===== config.mk =====
export PLATFORM = sky130hd
export DESIGN_NAME = accel_ctrl_regs
export DESIGN_NICKNAME = d
export VERILOG_FILES = /design/src/rtl/acr_pkg.sv /design/src/rtl/acr_axil_port.sv /design/src/rtl/acr_ctrl_irq.sv /design/src/rtl/acr_arg_bank.sv /design/src/rtl/accel_ctrl_regs.sv
export SDC_FILE = /design/constraint.sdc
export NUM_CORES = 1
export LEC_CHECK = 0
export BUFFER_PORTS_ARGS = -buffer_cell sky130_fd_sc_hd__buf_4
export CORE_MARGIN = 4
export CORE_UTILIZATION = 35
export DETAILED_ROUTE_END_ITERATION = 6
export PLACE_DENSITY = 0.63
export SYNTH_ARGS = -nofsm -noshare
export SYNTH_HDL_FRONTEND = slang
export SYNTH_SLANG_ARGS = --single-unit

===== constraint.sdc =====
create_clock -name clk -period 4.7 [get_ports clk]
set_input_delay 0.47 -clock clk [delete_from_list [all_inputs] [get_ports clk]]
set_output_delay 0.47 -clock clk [all_outputs]
set_load 0.05 [all_outputs]

===== src/rtl/acr_pkg.sv =====
package acr_pkg;

    localparam int DW = 32;
    localparam int SW = DW / 8;

    // register offsets (bytes)
    localparam logic [15:0] OFF_CTRL = 16'h00;
    localparam logic [15:0] OFF_GIE  = 16'h04;
    localparam logic [15:0] OFF_IER  = 16'h08;
    localparam logic [15:0] OFF_ISR  = 16'h0C;
    localparam logic [15:0] OFF_OPA  = 16'h10;
    localparam logic [15:0] OFF_OPB  = 16'h18;
    localparam logic [15:0] OFF_OPBV = 16'h1C;
    localparam logic [15:0] OFF_RES  = 16'h28;
    localparam logic [15:0] OFF_RESV = 16'h2C;

    // control word bit positions
    localparam int CB_START = 0;
    localparam int CB_DONE  = 1;
    localparam int CB_IDLE  = 2;
    localparam int CB_READY = 3;
    localparam int CB_AUTO  = 7;

    // interrupt event positions
    localparam int EV_DONE  = 0;
    localparam int EV_READY = 1;
    localparam int EV_N     = 2;

    typedef logic [DW-1:0] word_t;
    typedef logic [SW-1:0] strb_t;

    typedef struct packed {
        word_t data;
        strb_t strb;
    } wbeat_t;

    // keep old bytes where the strobe is low
    function automatic word_t merge_bytes(word_t old, wbeat_t b);
        word_t r;
        for (int i = 0; i < SW; i++)
            r[i*8 +: 8] = b.strb[i] ? b.data[i*8 +: 8] : old[i*8 +: 8];
        return r;
    endfunction

    function automatic logic hits(logic [15:0] addr, logic [15:0] off);
        return addr[15:2] == off[15:2];
    endfunction

endpackage


===== src/rtl/acr_axil_port.sv =====
module acr_axil_port
    import acr_pkg::*;
#(
    parameter int ADDR_W = 6
) (
    input  logic              clk,
    input  logic              rst,
    input  logic              s_awvalid,
    output logic              s_awready,
    input  logic [ADDR_W-1:0] s_awaddr,
    input  logic              s_wvalid,
    output logic              s_wready,
    input  word_t             s_wdata,
    input  strb_t             s_wstrb,
    output logic              s_bvalid,
    input  logic              s_bready,
    input  logic              s_arvalid,
    output logic              s_arready,
    input  logic [ADDR_W-1:0] s_araddr,
    output logic              s_rvalid,
    input  logic              s_rready,
    output word_t             s_rdata,
    output logic              wr_fire,
    output logic [ADDR_W-1:0] wr_addr,
    output wbeat_t            wr_beat,
    output logic              rd_fire,
    output logic [ADDR_W-1:0] rd_addr,
    input  word_t             rd_word
);

    logic aw_pend, w_pend, bvalid_q, rvalid_q;
    logic [ADDR_W-1:0] aw_q;
    wbeat_t            w_q;
    word_t             rdata_q;

    assign s_awready = !aw_pend;
    assign s_wready  = !w_pend;
    assign s_bvalid  = bvalid_q;
    assign s_arready = !rvalid_q;
    assign s_rvalid  = rvalid_q;
    assign s_rdata   = rdata_q;

    assign wr_fire = aw_pend && w_pend && !bvalid_q;
    assign wr_addr = aw_q;
    assign wr_beat = w_q;
    assign rd_fire = s_arvalid && !rvalid_q;
    assign rd_addr = s_araddr;

    always_ff @(posedge clk) begin
        if (rst) begin
            aw_pend  <= 1'b0;
            w_pend   <= 1'b0;
            bvalid_q <= 1'b0;
            aw_q     <= '0;
            w_q      <= '0;
        end else begin
            if (s_awvalid && !aw_pend) begin
                aw_pend <= 1'b1;
                aw_q    <= s_awaddr;
            end
            if (s_wvalid && !w_pend) begin
                w_pend <= 1'b1;
                w_q    <= '{data: s_wdata, strb: s_wstrb};
            end
            if (wr_fire) begin
                aw_pend  <= 1'b0;
                w_pend   <= 1'b0;
                bvalid_q <= 1'b1;
            end else if (s_bready) begin
                bvalid_q <= 1'b0;
            end
        end
    end

    always_ff @(posedge clk) begin
        if (rst) begin
            rvalid_q <= 1'b0;
            rdata_q  <= '0;
        end else if (rd_fire) begin
            rvalid_q <= 1'b1;
            rdata_q  <= rd_word;
        end else if (s_rready) begin
            rvalid_q <= 1'b0;
        end
    end

endmodule


===== src/rtl/acr_ctrl_irq.sv =====
module acr_ctrl_irq
    import acr_pkg::*;
#(
    parameter int ADDR_W = 6
) (
    input  logic              clk,
    input  logic              rst,
    input  logic              wr_fire,
    input  logic [ADDR_W-1:0] wr_addr,
    input  wbeat_t            wr_beat,
    input  logic              rd_fire,
    input  logic [ADDR_W-1:0] rd_addr,
    input  logic              core_done,
    input  logic              core_idle,
    input  logic              core_ready,
    output logic              core_start,
    output logic              core_continue,
    output logic              irq,
    output word_t             rd_word,
    output logic              st_auto,
    output logic              st_gie,
    output logic              st_done
);

    logic start_q, done_q, ready_q, auto_q, gie_q, cont_q;
    logic [EV_N-1:0] ier_q, isr_q, ev;
    logic  wr_ctrl, wr_gie, wr_ier, wr_isr, rd_ctrl;
    word_t wv;

    assign wr_ctrl = wr_fire && hits(16'(wr_addr), OFF_CTRL);
    assign wr_gie  = wr_fire && hits(16'(wr_addr), OFF_GIE);
    assign wr_ier  = wr_fire && hits(16'(wr_addr), OFF_IER);
    assign wr_isr  = wr_fire && hits(16'(wr_addr), OFF_ISR);
    assign rd_ctrl = rd_fire && hits(16'(rd_addr), OFF_CTRL);
    assign wv      = merge_bytes('0, wr_beat);   // data with unstrobed lanes zeroed

    assign ev[EV_DONE]  = core_done;
    assign ev[EV_READY] = core_ready;

    always_ff @(posedge clk) begin
        if (rst) begin
            start_q <= 1'b0;
            auto_q  <= 1'b0;
            done_q  <= 1'b0;
            ready_q <= 1'b0;
            cont_q  <= 1'b0;
            gie_q   <= 1'b0;
            ier_q   <= '0;
        end else begin
            if (wr_ctrl && wv[CB_START])
                start_q <= 1'b1;
            else if (core_ready)
                start_q <= auto_q;
            if (wr_ctrl && wr_beat.strb[0])
                auto_q <= wv[CB_AUTO];
            if (core_done)    done_q <= 1'b1;
            else if (rd_ctrl) done_q <= 1'b0;
            if (core_ready)   ready_q <= 1'b1;
            else if (rd_ctrl) ready_q <= 1'b0;
            cont_q <= rd_ctrl && done_q;
            if (wr_gie && wr_beat.strb[0]) gie_q <= wv[0];
            if (wr_ier && wr_beat.strb[0]) ier_q <= wv[EV_N-1:0];
        end
    end

    // one status flop per event: event set beats a toggle write
    for (genvar e = 0; e < EV_N; e++) begin : g_isr
        always_ff @(posedge clk) begin
            if (rst)
                isr_q[e] <= 1'b0;
            else if (ev[e])
                isr_q[e] <= 1'b1;
            else if (wr_isr && wv[e])
                isr_q[e] <= ~isr_q[e];
        end
    end

    assign irq           = gie_q && |(isr_q & ier_q);
    assign core_start    = start_q;
    assign core_continue = cont_q;
    assign st_auto       = auto_q;
    assign st_gie        = gie_q;
    assign st_done       = done_q;

    always_comb begin
        rd_word = '0;
        if (hits(16'(rd_addr), OFF_CTRL)) begin
            rd_word[CB_START] = start_q;
            rd_word[CB_DONE]  = done_q;
            rd_word[CB_IDLE]  = core_idle;
            rd_word[CB_READY] = ready_q;
            rd_word[CB_AUTO]  = auto_q;
        end else if (hits(16'(rd_addr), OFF_GIE)) begin
            rd_word[0] = gie_q;
        end else if (hits(16'(rd_addr), OFF_IER)) begin
            rd_word[EV_N-1:0] = ier_q;
        end else if (hits(16'(rd_addr), OFF_ISR)) begin
            rd_word[EV_N-1:0] = isr_q;
        end
    end

endmodule


===== src/rtl/acr_arg_bank.sv =====
module acr_arg_bank
    import acr_pkg::*;
#(
    parameter int ADDR_W = 6,
    parameter int ARG_W  = 8
) (
    input  logic              clk,
    input  logic              rst,
    input  logic              wr_fire,
    input  logic [ADDR_W-1:0] wr_addr,
    input  wbeat_t            wr_beat,
    input  logic              rd_fire,
    input  logic [ADDR_W-1:0] rd_addr,
    input  logic [ARG_W-1:0]  res_data,
    input  logic              res_vld,
    output logic [ARG_W-1:0]  op_a,
    output logic [ARG_W-1:0]  op_b,
    output logic              op_b_vld,
    output word_t             rd_word
);

    logic [ARG_W-1:0] a_q, b_q, res_q;
    logic  bv_q, resv_q;
    word_t a_m, b_m;
    logic  wr_a, wr_b, wr_bv, rd_resv;

    assign wr_a    = wr_fire && hits(16'(wr_addr), OFF_OPA);
    assign wr_b    = wr_fire && hits(16'(wr_addr), OFF_OPB);
    assign wr_bv   = wr_fire && hits(16'(wr_addr), OFF_OPBV);
    assign rd_resv = rd_fire && hits(16'(rd_addr), OFF_RESV);
    assign a_m     = merge_bytes(DW'(a_q), wr_beat);
    assign b_m     = merge_bytes(DW'(b_q), wr_beat);

    always_ff @(posedge clk) begin
        if (rst) begin
            a_q    <= '0;
            b_q    <= '0;
            bv_q   <= 1'b0;
            res_q  <= '0;
            resv_q <= 1'b0;
        end else begin
            if (wr_a) a_q <= a_m[ARG_W-1:0];
            if (wr_b) b_q <= b_m[ARG_W-1:0];
            bv_q <= wr_bv && wr_beat.strb[0] && wr_beat.data[0];
            if (res_vld) begin
                res_q  <= res_data;
                resv_q <= 1'b1;
            end else if (rd_resv) begin
                resv_q <= 1'b0;
            end
        end
    end

    assign op_a     = a_q;
    assign op_b     = b_q;
    assign op_b_vld = bv_q;

    always_comb begin
        rd_word = '0;
        if      (hits(16'(rd_addr), OFF_OPA))  rd_word[ARG_W-1:0] = a_q;
        else if (hits(16'(rd_addr), OFF_OPB))  rd_word[ARG_W-1:0] = b_q;
        else if (hits(16'(rd_addr), OFF_OPBV)) rd_word[0]         = bv_q;
        else if (hits(16'(rd_addr), OFF_RES))  rd_word[ARG_W-1:0] = res_q;
        else if (hits(16'(rd_addr), OFF_RESV)) rd_word[0]         = resv_q;
    end

endmodule


===== src/rtl/accel_ctrl_regs.sv =====
module accel_ctrl_regs
    import acr_pkg::*;
#(
    parameter int ADDR_W = 6,
    parameter int ARG_W  = 8
) (
    input  logic              clk,
    input  logic              rst,
    input  logic              s_awvalid,
    output logic              s_awready,
    input  logic [ADDR_W-1:0] s_awaddr,
    input  logic              s_wvalid,
    output logic              s_wready,
    input  logic [31:0]       s_wdata,
    input  logic [3:0]        s_wstrb,
    output logic              s_bvalid,
    input  logic              s_bready,
    output logic [1:0]        s_bresp,
    input  logic              s_arvalid,
    output logic              s_arready,
    input  logic [ADDR_W-1:0] s_araddr,
    output logic              s_rvalid,
    input  logic              s_rready,
    output logic [31:0]       s_rdata,
    output logic [1:0]        s_rresp,
    output logic              core_start,
    output logic              core_continue,
    input  logic              core_done,
    input  logic              core_idle,
    input  logic              core_ready,
    output logic [ARG_W-1:0]  op_a,
    output logic [ARG_W-1:0]  op_b,
    output logic              op_b_vld,
    input  logic [ARG_W-1:0]  res_data,
    input  logic              res_vld,
    output logic              irq
);

    logic              wr_fire, rd_fire;
    logic [ADDR_W-1:0] wr_addr, rd_addr;
    wbeat_t            wr_beat;
    word_t             rd_word, rd_ctrl_w, rd_arg_w;
    logic              st_auto, st_gie, st_done;

    assign s_bresp = 2'b00;
    assign s_rresp = 2'b00;
    assign rd_word = rd_ctrl_w | rd_arg_w;

    acr_axil_port #(.ADDR_W(ADDR_W)) u_port (
        .clk(clk), .rst(rst),
        .s_awvalid(s_awvalid), .s_awready(s_awready), .s_awaddr(s_awaddr),
        .s_wvalid(s_wvalid), .s_wready(s_wready), .s_wdata(s_wdata), .s_wstrb(s_wstrb),
        .s_bvalid(s_bvalid), .s_bready(s_bready),
        .s_arvalid(s_arvalid), .s_arready(s_arready), .s_araddr(s_araddr),
        .s_rvalid(s_rvalid), .s_rready(s_rready), .s_rdata(s_rdata),
        .wr_fire(wr_fire), .wr_addr(wr_addr), .wr_beat(wr_beat),
        .rd_fire(rd_fire), .rd_addr(rd_addr), .rd_word(rd_word)
    );

    acr_ctrl_irq #(.ADDR_W(ADDR_W)) u_ctrl (
        .clk(clk), .rst(rst),
        .wr_fire(wr_fire), .wr_addr(wr_addr), .wr_beat(wr_beat),
        .rd_fire(rd_fire), .rd_addr(rd_addr),
        .core_done(core_done), .core_idle(core_idle), .core_ready(core_ready),
        .core_start(core_start), .core_continue(core_continue), .irq(irq),
        .rd_word(rd_ctrl_w),
        .st_auto(st_auto), .st_gie(st_gie), .st_done(st_done)
    );

    acr_arg_bank #(.ADDR_W(ADDR_W), .ARG_W(ARG_W)) u_args (
        .clk(clk), .rst(rst),
        .wr_fire(wr_fire), .wr_addr(wr_addr), .wr_beat(wr_beat),
        .rd_fire(rd_fire), .rd_addr(rd_addr),
        .res_data(res_data), .res_vld(res_vld),
        .op_a(op_a), .op_b(op_b), .op_b_vld(op_b_vld),
        .rd_word(rd_arg_w)
    );

endmodule


# After elaboration in Yosys (flattened, before gate mapping)
# Cells that the tools add are included.
# totals
register_bits	87
input_bits	67
out_inout_bits	61
# op_classes
n_eq_ne	14
muxes	30
bitwise	4
reduce_logical	42
# op_table
operator	n
4-bit by 3-bit == test with 1-bit output (second input constant)	6
1-bit logical AND	24
8-bit two-way mux	3
1-bit two-way mux	21
4-bit by 2-bit == test with 1-bit output (second input constant)	4
2-bit nonzero test	8
7-bit two-way mux	2
4-bit by 1-bit == test with 1-bit output (second input constant)	2
4-bit == test (second input constant)	2
4-bit logical NOT	2
2-bit two-way mux	4
8-bit OR	1
1-bit logical NOT	4
2-bit AND reduction	2
2-bit OR reduction	2
2-bit AND	1
1-bit inverter	2

# Longest topological paths before layout
# Gate-level depths: netlist of the first run.
# logic_depth
depth_word	7
ltp_mapped	6

# Cells and area by module
# Synthesis of the first run repeated with hierarchy kept, for this count alone.
# unflattened
cells_unflattened	637
area_unflattened_um2	6169.7
# modules_own_cells
module	instances	cells_per_inst	area_each_um2	seq_area_each_um2
acr_axil_port	1	359	3688.5	1561.5
acr_arg_bank	1	151	1460.2	520.5
acr_ctrl_irq	1	90	787.0	200.2
accel_ctrl_regs	1	37	234.0	0.0

# Worst setup path before layout of the first run
# No wires, ideal clock.
# synth_path
path_type	reg-to-reg
start	reg u_port.bvalid_q, in the netlist u_port.s_bvalid
end	reg u_args.a_q[0], in the netlist u_args.op_a[0]
t_arrival_ps	1604
path_slack_ps	2969
path_stages_with_launch	5
n_path_buf	0
period_less_slack_ps	1731
path_cell_list	dfxtp_1 > nand3b_4 > nor4_4 > mux2i_1 > nor2_1
# synth_via
elab_chain_cells	4
# synth_rtl
element	line	source
start, declared	acr_axil_port.sv:31	logic aw_pend, w_pend, bvalid_q, rvalid_q;
start signal, assigned	acr_axil_port.sv:53	bvalid_q <= 1'b0;
start signal, assigned	acr_axil_port.sv:68	bvalid_q <= 1'b1;
start signal, assigned	acr_axil_port.sv:70	bvalid_q <= 1'b0;
1-bit logical NOT	acr_axil_port.sv:43	assign wr_fire = aw_pend && w_pend && !bvalid_q;
1-bit logical AND	acr_axil_port.sv:43	
1-bit logical AND	acr_arg_bank.sv:27	assign wr_a = wr_fire && hits(16'(wr_addr), OFF_OPA);
2-bit AND reduction (no line)	--	
end signal, assigned	acr_arg_bank.sv:42	if (wr_a) a_q <= a_m[ARG_W-1:0];
end, declared	acr_arg_bank.sv:22	logic [ARG_W-1:0] a_q, b_q, res_q;
# No other way between the ends.
# A chain may end at the register's enable or synchronous reset.

# Worst setup path after layout of the first run
# layout_path
start	in s_araddr[2]
end	reg u_port.rdata_q[3], in the netlist u_port.s_rdata[3]
# layout_via
elab_chain_cells	6
elab_cells_between_ends	11
cone_classes	eq/ne: 4; mux: 5; bitwise: 1; reduce/logical: 1
# layout_rtl
element	line	source
start, declared	accel_ctrl_regs.sv:21	input logic [ADDR_W-1:0] s_araddr,
4-bit == test	acr_pkg.sv:46	return addr[15:2] == off[15:2];
7-bit two-way mux	acr_arg_bank.sv:63	else if (hits(16'(rd_addr), OFF_RES)) rd_word[ARG_W-1:0] = res_q;
7-bit two-way mux	acr_arg_bank.sv:62	else if (hits(16'(rd_addr), OFF_OPBV)) rd_word[0] = bv_q;
8-bit two-way mux	acr_arg_bank.sv:61	else if (hits(16'(rd_addr), OFF_OPB)) rd_word[ARG_W-1:0] = b_q;
8-bit two-way mux	acr_arg_bank.sv:60	if (hits(16'(rd_addr), OFF_OPA)) rd_word[ARG_W-1:0] = a_q;
8-bit OR (*)	accel_ctrl_regs.sv:47	assign rd_word = rd_ctrl_w | rd_arg_w;
end signal, assigned	acr_axil_port.sv:81	rdata_q <= rd_word;
end, declared	acr_axil_port.sv:34	word_t rdata_q;
# Every way passes the cells marked *; elsewhere a longest branch is shown, timed or not.

==> results of run 1 <==
## worst paths after layout
check,startpoint,end,slack [ns],cells after the start
max,s_araddr[2],u_port.s_rdata[3],2.83,5
min,s_awaddr[2],u_port.wr_addr[2],0.36,3
max reg2reg,u_port.wr_beat[0],u_args.op_b[2],2.94,4
min reg2reg,u_port.wr_beat[10],u_port.wr_beat[10],0.47,2
## cell type report
cell class | instances | area [µm²] | share of cell area
Clock buffer | 12 | 155.1 | 0.04524
Clock inverter | 4 | 22.52 | 0.006567
Inverter | 6 | 22.52 | 0.006567
Multi-Input combinational cell | 225 | 1370 | 0.3995
Sequential cell | 61 | 1221 | 0.3561
Tap cell | 102 | 127.6 | 0.03721
Timing Repair Buffer | 68 | 510.5 | 0.1489
## cell usage in the layout, fill, tap and decap left out, types with 2 or more instances in the layout
master     n
buf_4     68
dfxtp_1   61
nor2_1    45
mux2i_1   34
conb_1    28
a21oi_1   25
nand2_1   23
clkbuf_8  11
nor3_1    10
nand2b_1   8
inv_1      6
nor4_1     5
nor2b_1    4
a221oi_1   4
nand3b_1   4
a221o_1    3
a32oi_1    3
o21a_1     3
nand3_1    3
clkinv_2   3
nor4_4     2
nor3b_1    2
xnor2_1    2
nand4_1    2
## sequential cells by signal (all words and copies together) (netlist names), 2 cells and up
register	count
u_args.op_a	8
u_port.s_rdata	8
u_ctrl.ier_q	2
u_port.wr_beat	9
u_args.res_q	8
u_ctrl.isr_q	2
u_args.op_b	8
u_port.wr_addr	4
## logic make-up after synthesis
group | synth area share
AOI/OAI and AO/OA | 0.1008
xor gates and xnor gates | 0.006271
buffers and inverters | 0.1088
DFF | 0.4371
muxes | 0.1218
other | 0.001342
and+or+nand+nor | 0.2239
## power by group through the flow
stage               Sequential [mW]  Clock [mW]  Combinational [mW]
floorplan                     0.583           0               0.142
global placement              0.568           0               0.187
detailed placement            0.569           0               0.189
CTS                           0.557       0.433               0.189
global route                  0.561       0.453               0.203
finish                        0.557       0.420               0.188
## per-layer routing
layer	wire [µm]	vias up
li1	-	1145
met1	3176	1004
met2	2919	71
met3	395	9
met4	106	0
met5	0	-
## critical path, cell delays in order
cell      delay (ns)
buf_4           0.17
nor4bb_1        0.90
a221oi_1        0.23
o21a_1          0.18
nor3_1          0.17
==> results.toml, run 1 <==
[drt]
viasPerCell = 4.663
drcViolationCount = 0
routedWlPerCell_um = 13.80
wl_um = 6598
drt_iter0_drc = 61
vias = 2229
antenna_left = 0
dr.pass1.iters = 4

[timing]
period_minus_slack_ns = 1.867
finalSetupViolations = 0
whs_ns = 0.3632
fin_worst_skew_ns = 0.008108
fin_setup_tns_ns = 0
worstMarginPinSlew_ns = 1.056
slew_headroom = 0.2865
hold_viol = 0
layout_setup_ws_ns = 2.833
drv_slew = 0
finalCritPeriodShare = 0.3973
rsz0062_at_grt = "false"
fmax_mhz = 535.6

[grt]
grt_pass1_vias = 2078
gr-usage-met3 = 0.03302
grt_use_met1 = 0.1850
grt_pass1_wl_um = 10510
gr-usage-met2 = 0.2118
grt-ovfl-total = 0
antenna_found_initial = 0
grt_max_degree = 62
grt_usage = 0.1387
grt_busiest_layer = "met2"

[worst_setup_path]
start_kind = "input port"
cp-end-kind = "register"
criticalPathCategory = "input port to register"
worstPathArrival_ns = 2.11
crit_fanout = 14
cp.required_ns = 4.95

[pwr]
p_seq_frac = 0.478
ir_drop_mv = 0.1337
total_power_mw = 1.165
pwr-share-clk = 0.360
p_leak_nw = 1.445
netSwitchingFraction = 0.3015
intPower_uw = 813.7
p_sw_uw = 351.2
powerDensity_nw_per_um2 = 339.7
pwr-share-comb = 0.161

[final_layout]
area_delta_synth_final_pct = 22.75
final_cells = 478
final_nets = 438
drive_gt1_frac = 0.2367
fillerInstances = 807
diodes = 0
utilization = 0.4438
stdcell_area_um2 = 3430

[floorplanning]
die_y_um = 97.35
initial_core_util = 0.3616
dieArea_um2 = 9476
core_area_um2 = 7727
row_count = 32
die_w_um = 97.35
pin_count = 128

[synth]
synth_area_um2 = 2794
synthCells = 311
yosysTopAreaCell = "dfxtp_1"
synth_warnings = 0
synth.area.top_cells = "dfxtp_1, mux2i_1, buf_4"
avgSynthCellArea_um2 = 8.984
synth.top_cell.area_share = 0.4371
yosysUniqueCellTypes = 40
ys_ff_latch = 61
yosys_most_used_dff = "dfxtp_1"
synth_edf_count = 0
synth_most_common_cell = "dfxtp_1"
synthArstFlopShare = 0
synthTopCellsByCount = "dfxtp_1, nor2_1, mux2i_1, buf_4, a21oi_1"
ys_seq_area_frac = 0.4371

[clocking]
clkSinkCount = 61
tritoncts = "yes"
cts_buffers = 9
root_buffer = "clkbuf_8"
holdBufCountCts = 0
htree_levels = 3
clk_pin_slew_ns = 0.07
post_cts_buffers = 0
cts.path.max_buffers = 2
clock_latency_ns = 0.33
cts.repair.resized = 0

[flow_run]
maxCapViolCount = 0

[run_status]
status = "finished clean"

[placement]
dpl_cell_area_um2 = 3252
place.gp.congestion = 0.8135
portBuffers = 68
dp_cells = 462
dp_slack_ns = 2.477
dpl.hpwl_um = 4918

[min_path]
hp-class = "input port to register"
No activity file was read; power rests on OpenSTA's default activity.
==> inputs of run 2 (changes only) <==
- PLACE_DENSITY: 0.63 -> 0.65
- clock period: 4.7 -> 1.7 ns (I/O delays scaled with it)
==> run 2 against run 1 <==
  * Critical path depth down 1
  * Non-clock buffer count up 9
  * Sequential power rose to 2.8 times the previous value
  * Register-to-register slack worse by 2.8 ns
  * Critical path type is now register to register
==> results.toml, run 2 (synthesis gave the netlist of run 1 again) <==
[final_layout]
drive_gt1_frac = 0.2533
mostFrequentLayoutCell = "buf_4"
diodes = 0
fillerInstances = 765
final_cells = 485
largest_reg_flops = 9
area_delta_synth_final_pct = 25.39
stdcell_area_um2 = 3503
mostFrequentLayoutCells = "buf_4, dfxtp_1, nor2_1, mux2i_1, conb_1"
final_nets = 447

[pwr]
p_leak_nw = 1.493
powerDensity_nw_per_um2 = 911.4
ir_drop_mv = 0.3984

[clocking]
clock_latency_ns = 0.33
post_cts_buffers = 0
cts_buffers = 9
cts.repair.resized = 0
clkSinkCount = 61
holdBufCountCts = 0
root_buffer = "clkbuf_8"
clk_pin_slew_ns = 0.06
cts.path.max_buffers = 2
tritoncts = "yes"
htree_levels = 3

[drt]
antenna_left = 0
dr.pass1.iters = 4
vias = 2298
drcViolationCount = 0
routedWlPerCell_um = 14.02
wl_um = 6799
viasPerCell = 4.738
drt_iter0_drc = 82

[min_path]
hp-class = "input port to register"
min-delay-start = "core_done"
whs_path_depth = 3
min_to = "u_ctrl.st_done"

[floorplanning]
die_w_um = 97.35
dieArea_um2 = 9476
pin_count = 128
die_y_um = 97.35
row_count = 32
core_area_um2 = 7727
initial_core_util = 0.3616

[worst_setup_path]
rr_worst_depth = 4
cp-end-kind = "register"
timing.rr.start = "u_port.wr_beat[0]"
critical_path.max_stage_delay_ns = 0.53
worstPathArrival_ns = 1.74
crit_fanout = 5
start_kind = "register"
cp.required_ns = 1.90
critical-path-slowest-cell = "nor4_1"
r2r_slack_ns = 0.15
criticalPathCategory = "register to register"
crit_chain = "nand2b_1 -> nor4_1 -> xnor2_1 -> a21oi_1"
timing.rr.end = "u_ctrl.isr_q[0]"

[timing]
slew_headroom = 0.6365
drv_slew = 0
fmax_mhz = 646.7
worstMarginPinSlew_ns = 0.5403
rsz0062_at_grt = "false"
fin_worst_skew_ns = 0.007358
layout_setup_ws_ns = 0.1538
finalSetupViolations = 0
period_minus_slack_ns = 1.546
fin_setup_tns_ns = 0
hold_viol = 0
finalCritPeriodShare = 0.9095
whs_ns = 0.05378

[placement]
dpl.hpwl_um = 5120
dp_slack_ns = 0.1865
place.gp.congestion = 0.7754
dp_cells = 471
portBuffers = 68
dpl_cell_area_um2 = 3332

[grt]
grt_pass1_vias = 2242
grt-ovfl-total = 0
grt_usage = 0.1419
antenna_found_initial = 0
grt_pass1_wl_um = 10760
grt_max_degree = 41

[run_status]
status = "finished clean"

[flow_run]
maxCapViolCount = 0
run 2: changes by cell type in the layout (fill, tap and decap cells not counted):
cell and delta:
nor4_1 -1, buf_12 +1, clkinvlp_4 -1, buf_4 +8, nor4_2 +1, clkinv_2 -1
run 2: worst max-delay path by stage:
stage	start	end	slack [ns]	depth (start not counted)
after floorplan	u_port.s_bvalid	u_args.op_a[0]	0.09	4
after global placement	u_port.wr_beat[0]	u_ctrl.isr_q[0]	0.24	4
after CTS	u_port.wr_addr[3]	u_args.op_b[1]	0.19	5
after detailed placement	u_port.wr_beat[0]	u_ctrl.ier_q[1]	0.19	4
final	u_port.wr_beat[0]	u_ctrl.isr_q[0]	0.15	4
after global routing	u_port.wr_beat[0]	u_ctrl.isr_q[0]	0.02	4
run 2: per-layer routing:
| metal | wire length [µm] | vias up | GRT usage |
|---|---|---|---|
| met1 | 3250 | 1038 | 0.1844 |
| met3 | 357 | 11 | 0.02656 |
| met2 | 3052 | 87 | 0.2240 |
| met4 | 139 | 0 | 0.07348 |
| li1 | - | 1162 | - |
| met5 | 0 | - | 0 |
run 2: critical path, delay by kind of cell, from the launching register on:
kind,cells,cell delay (ns)
xor+xnor,1,0.18
flops,1,0.41
compound gates,1,0.08
simple gates,2,0.75
run 2: area by class of cell:
cell class / instances / area [µm²] / share of cell area
Multi-Input combinational cell: 225 / 1376 / 0.3929
Sequential cell: 61 / 1221 / 0.3486
Timing Repair Buffer: 77 / 590.6 / 0.1686
Clock buffer: 12 / 155.1 / 0.04429
Tap cell: 102 / 127.6 / 0.03643
Inverter: 6 / 22.52 / 0.006429
Clock inverter: 2 / 10.01 / 0.002857
run 2: power by group:
group / total (mW) / switching [mW] / internal, mW
registers: 1.54 / 0.0487 / 1.49
logic: 0.545 / 0.373 / 0.172
clock network: 1.11 / 0.522 / 0.588
run 2: stage by stage:
stage	total power, mW	util
6_report	3.193	0.4534
3_3_place_gp	2.108	0.4312
5_1_grt	3.324	0.4534
3_5_place_dp	2.115	0.4312
2_1_floorplan	2.003	-
4_1_cts	3.224	0.4526
==> inputs of run 3 (changes only) <==
- CORE_UTILIZATION: 35 -> 42
- PLACE_DENSITY: 0.65 -> 0.76
==> run 3 against run 2 <==
  * Wire length is 1.8% higher
  * Design area hardly changed
  * Die area is 15% lower
  * Final cell count is 4.7% lower
  * Clock power is 16% higher
  * Non-clock buffer count stayed put
  * Critical path depth stayed put
  * Flip-flop and latch count stayed put
  * Sequential share of layout area hardly changed
  * Combinational power hardly changed
  * Fmax is 0.59% lower
  * Clock skew is 0.0020 ns higher
  * Critical path type unchanged
  * Largest power group unchanged
==> results.toml, run 3 (synthesis gave the netlist of run 1 again) <==
[pwr]
p_leak_nw = 1.499
pwr-share-clk = 0.383
intPower_mw = 2.371
p_sw_mw = 1.006
pwr-share-comb = 0.161
ir_drop_mv = 0.5046
total_power_mw = 3.377
powerDensity_nw_per_um2 = 964.5
p_seq_frac = 0.456
netSwitchingFraction = 0.2979

[worst_setup_path]
cp-end-kind = "register"
cp.required_ns = 1.91
crit_fanout = 6
start_kind = "register"
worstPathArrival_ns = 1.77
criticalPathCategory = "register to register"

[final_layout]
seqCellArea_um2 = 1221
largest_reg_flops = 9
drive_gt1_frac = 0.2571
multiInputGateArea_um2 = 1370
final_nets = 447
diodes = 0
area_delta_synth_final_pct = 25.30
mostFrequentLayoutCell = "buf_4"
mostFrequentLayoutCells = "buf_4, dfxtp_1, nor2_1, mux2i_1, conb_1"
fillerInstances = 579

[placement]
dpl.hpwl_um = 5192
place.gp.congestion = 0.8267
portBuffers = 68

[timing]
rsz0062_at_grt = "false"
fin_setup_tns_ns = 0
worstMarginPinSlew_ns = 0.5007
hold_viol = 0
slew_headroom = 0.6631
finalCritPeriodShare = 0.9150
fin_worst_skew_ns = 0.009399
finalSetupViolations = 0
drv_slew = 0
fmax_mhz = 642.9
period_minus_slack_ns = 1.555

[drt]
wl_um = 6924
dr.pass1.iters = 4
routedWlPerCell_um = 14.99
viasPerCell = 5.091
antenna_left = 0
drt_iter0_drc = 173
vias = 2352
drcViolationCount = 0

[grt]
antenna_found_initial = 0
grt_max_degree = 47
grt_pass1_wl_um = 11220
grt_pass1_vias = 2376
grt_usage = 0.1851
grt-ovfl-total = 0

[floorplanning]
core_area_um2 = 6422
row_count = 29
pin_count = 128
die_y_um = 89.56
die_w_um = 89.56
dieArea_um2 = 8021
initial_core_util = 0.4350

[clocking]
post_cts_buffers = 0
clk_pin_slew_ns = 0.07
clkSinkCount = 61
cts.path.max_buffers = 2
htree_levels = 3
clock_latency_ns = 0.33
tritoncts = "yes"
root_buffer = "clkbuf_8"
cts_buffers = 9
holdBufCountCts = 0
cts.repair.resized = 0

[flow_run]
maxCapViolCount = 0

[min_path]
hp-class = "input port to register"

[run_status]
status = "finished clean"
[run 3: cell types whose count changed in the layout (fill, tap and decap cells not counted), sizes merged]
cell and delta:
clkbuf -2, clkinvlp +3, bufinv +1
[run 3: area by class of cell]
cell class                      count  share of cell area
Clock buffer                       10             0.03931
Clock inverter                      6             0.01787
Inverter                            6            0.006433
Multi-Input combinational cell    225              0.3913
Sequential cell                    61              0.3488
Tap cell                           77             0.02752
Timing Repair Buffer               77              0.1687
[run 3: final timing paths]
check / start / cells after the start / to / slack (ns)
setup / recovery: u_port.wr_addr[2] / 4 / u_ctrl.isr_q[0] / 0.14
hold / removal: core_done / 3 / u_ctrl.st_done / 0.07
setup reg to reg: u_port.wr_addr[2] / 4 / u_ctrl.isr_q[0] / 0.14
hold reg to reg: u_port.wr_beat[8] / 2 / u_port.wr_beat[8] / 0.48
[run 3: routing by layer]
| metal | vias up | wire length (µm) | GRT usage |
|---|---|---|---|
| met5 | - | 0 | 0 |
| met4 | 0 | 120 | 0.1110 |
| met1 | 1079 | 2931 | 0.2407 |
| met2 | 111 | 3282 | 0.2779 |
| met3 | 9 | 589 | 0.04240 |
| li1 | 1153 | - | - |
[run 3: metrics by stage]
| stage | hold slack, ns | area, µm² | std cells | utilization | setup WS [ns] |
|---|---|---|---|---|---|
| floorplan | 0.2874 | 2895 | 338 | - | 0.08514 |
| global placement | 0.3865 | 3301 | 446 | 0.5139 | 0.2448 |
| detailed placement | 0.4073 | 3301 | 446 | 0.5139 | 0.1797 |
| CTS | 0.05091 | 3501 | 462 | 0.5451 | 0.1693 |
| global route | 0.05442 | 3501 | 462 | 0.5451 | 0.004325 |
| finish | 0.06850 | 3501 | 462 | 0.5451 | 0.1446 |
[run 3: power groups by stage]
| stage | combinational, mW | clock [mW] | sequential, mW |
|---|---|---|---|
| final | 0.544 | 1.29 | 1.54 |
| after global routing | 0.591 | 1.39 | 1.55 |
| after CTS | 0.545 | 1.33 | 1.54 |
| after detailed placement | 0.544 | 0 | 1.57 |
| after global placement | 0.537 | 0 | 1.57 |
| after floorplan | 0.392 | 0 | 1.61 |
[run 3: worst max-delay path: stages (launching register included)]
cell and delay [ns]:
dfxtp_1 0.53, inv_1 0.15, nor4_1 0.51, xnor2_1 0.17, a21oi_1 0.08
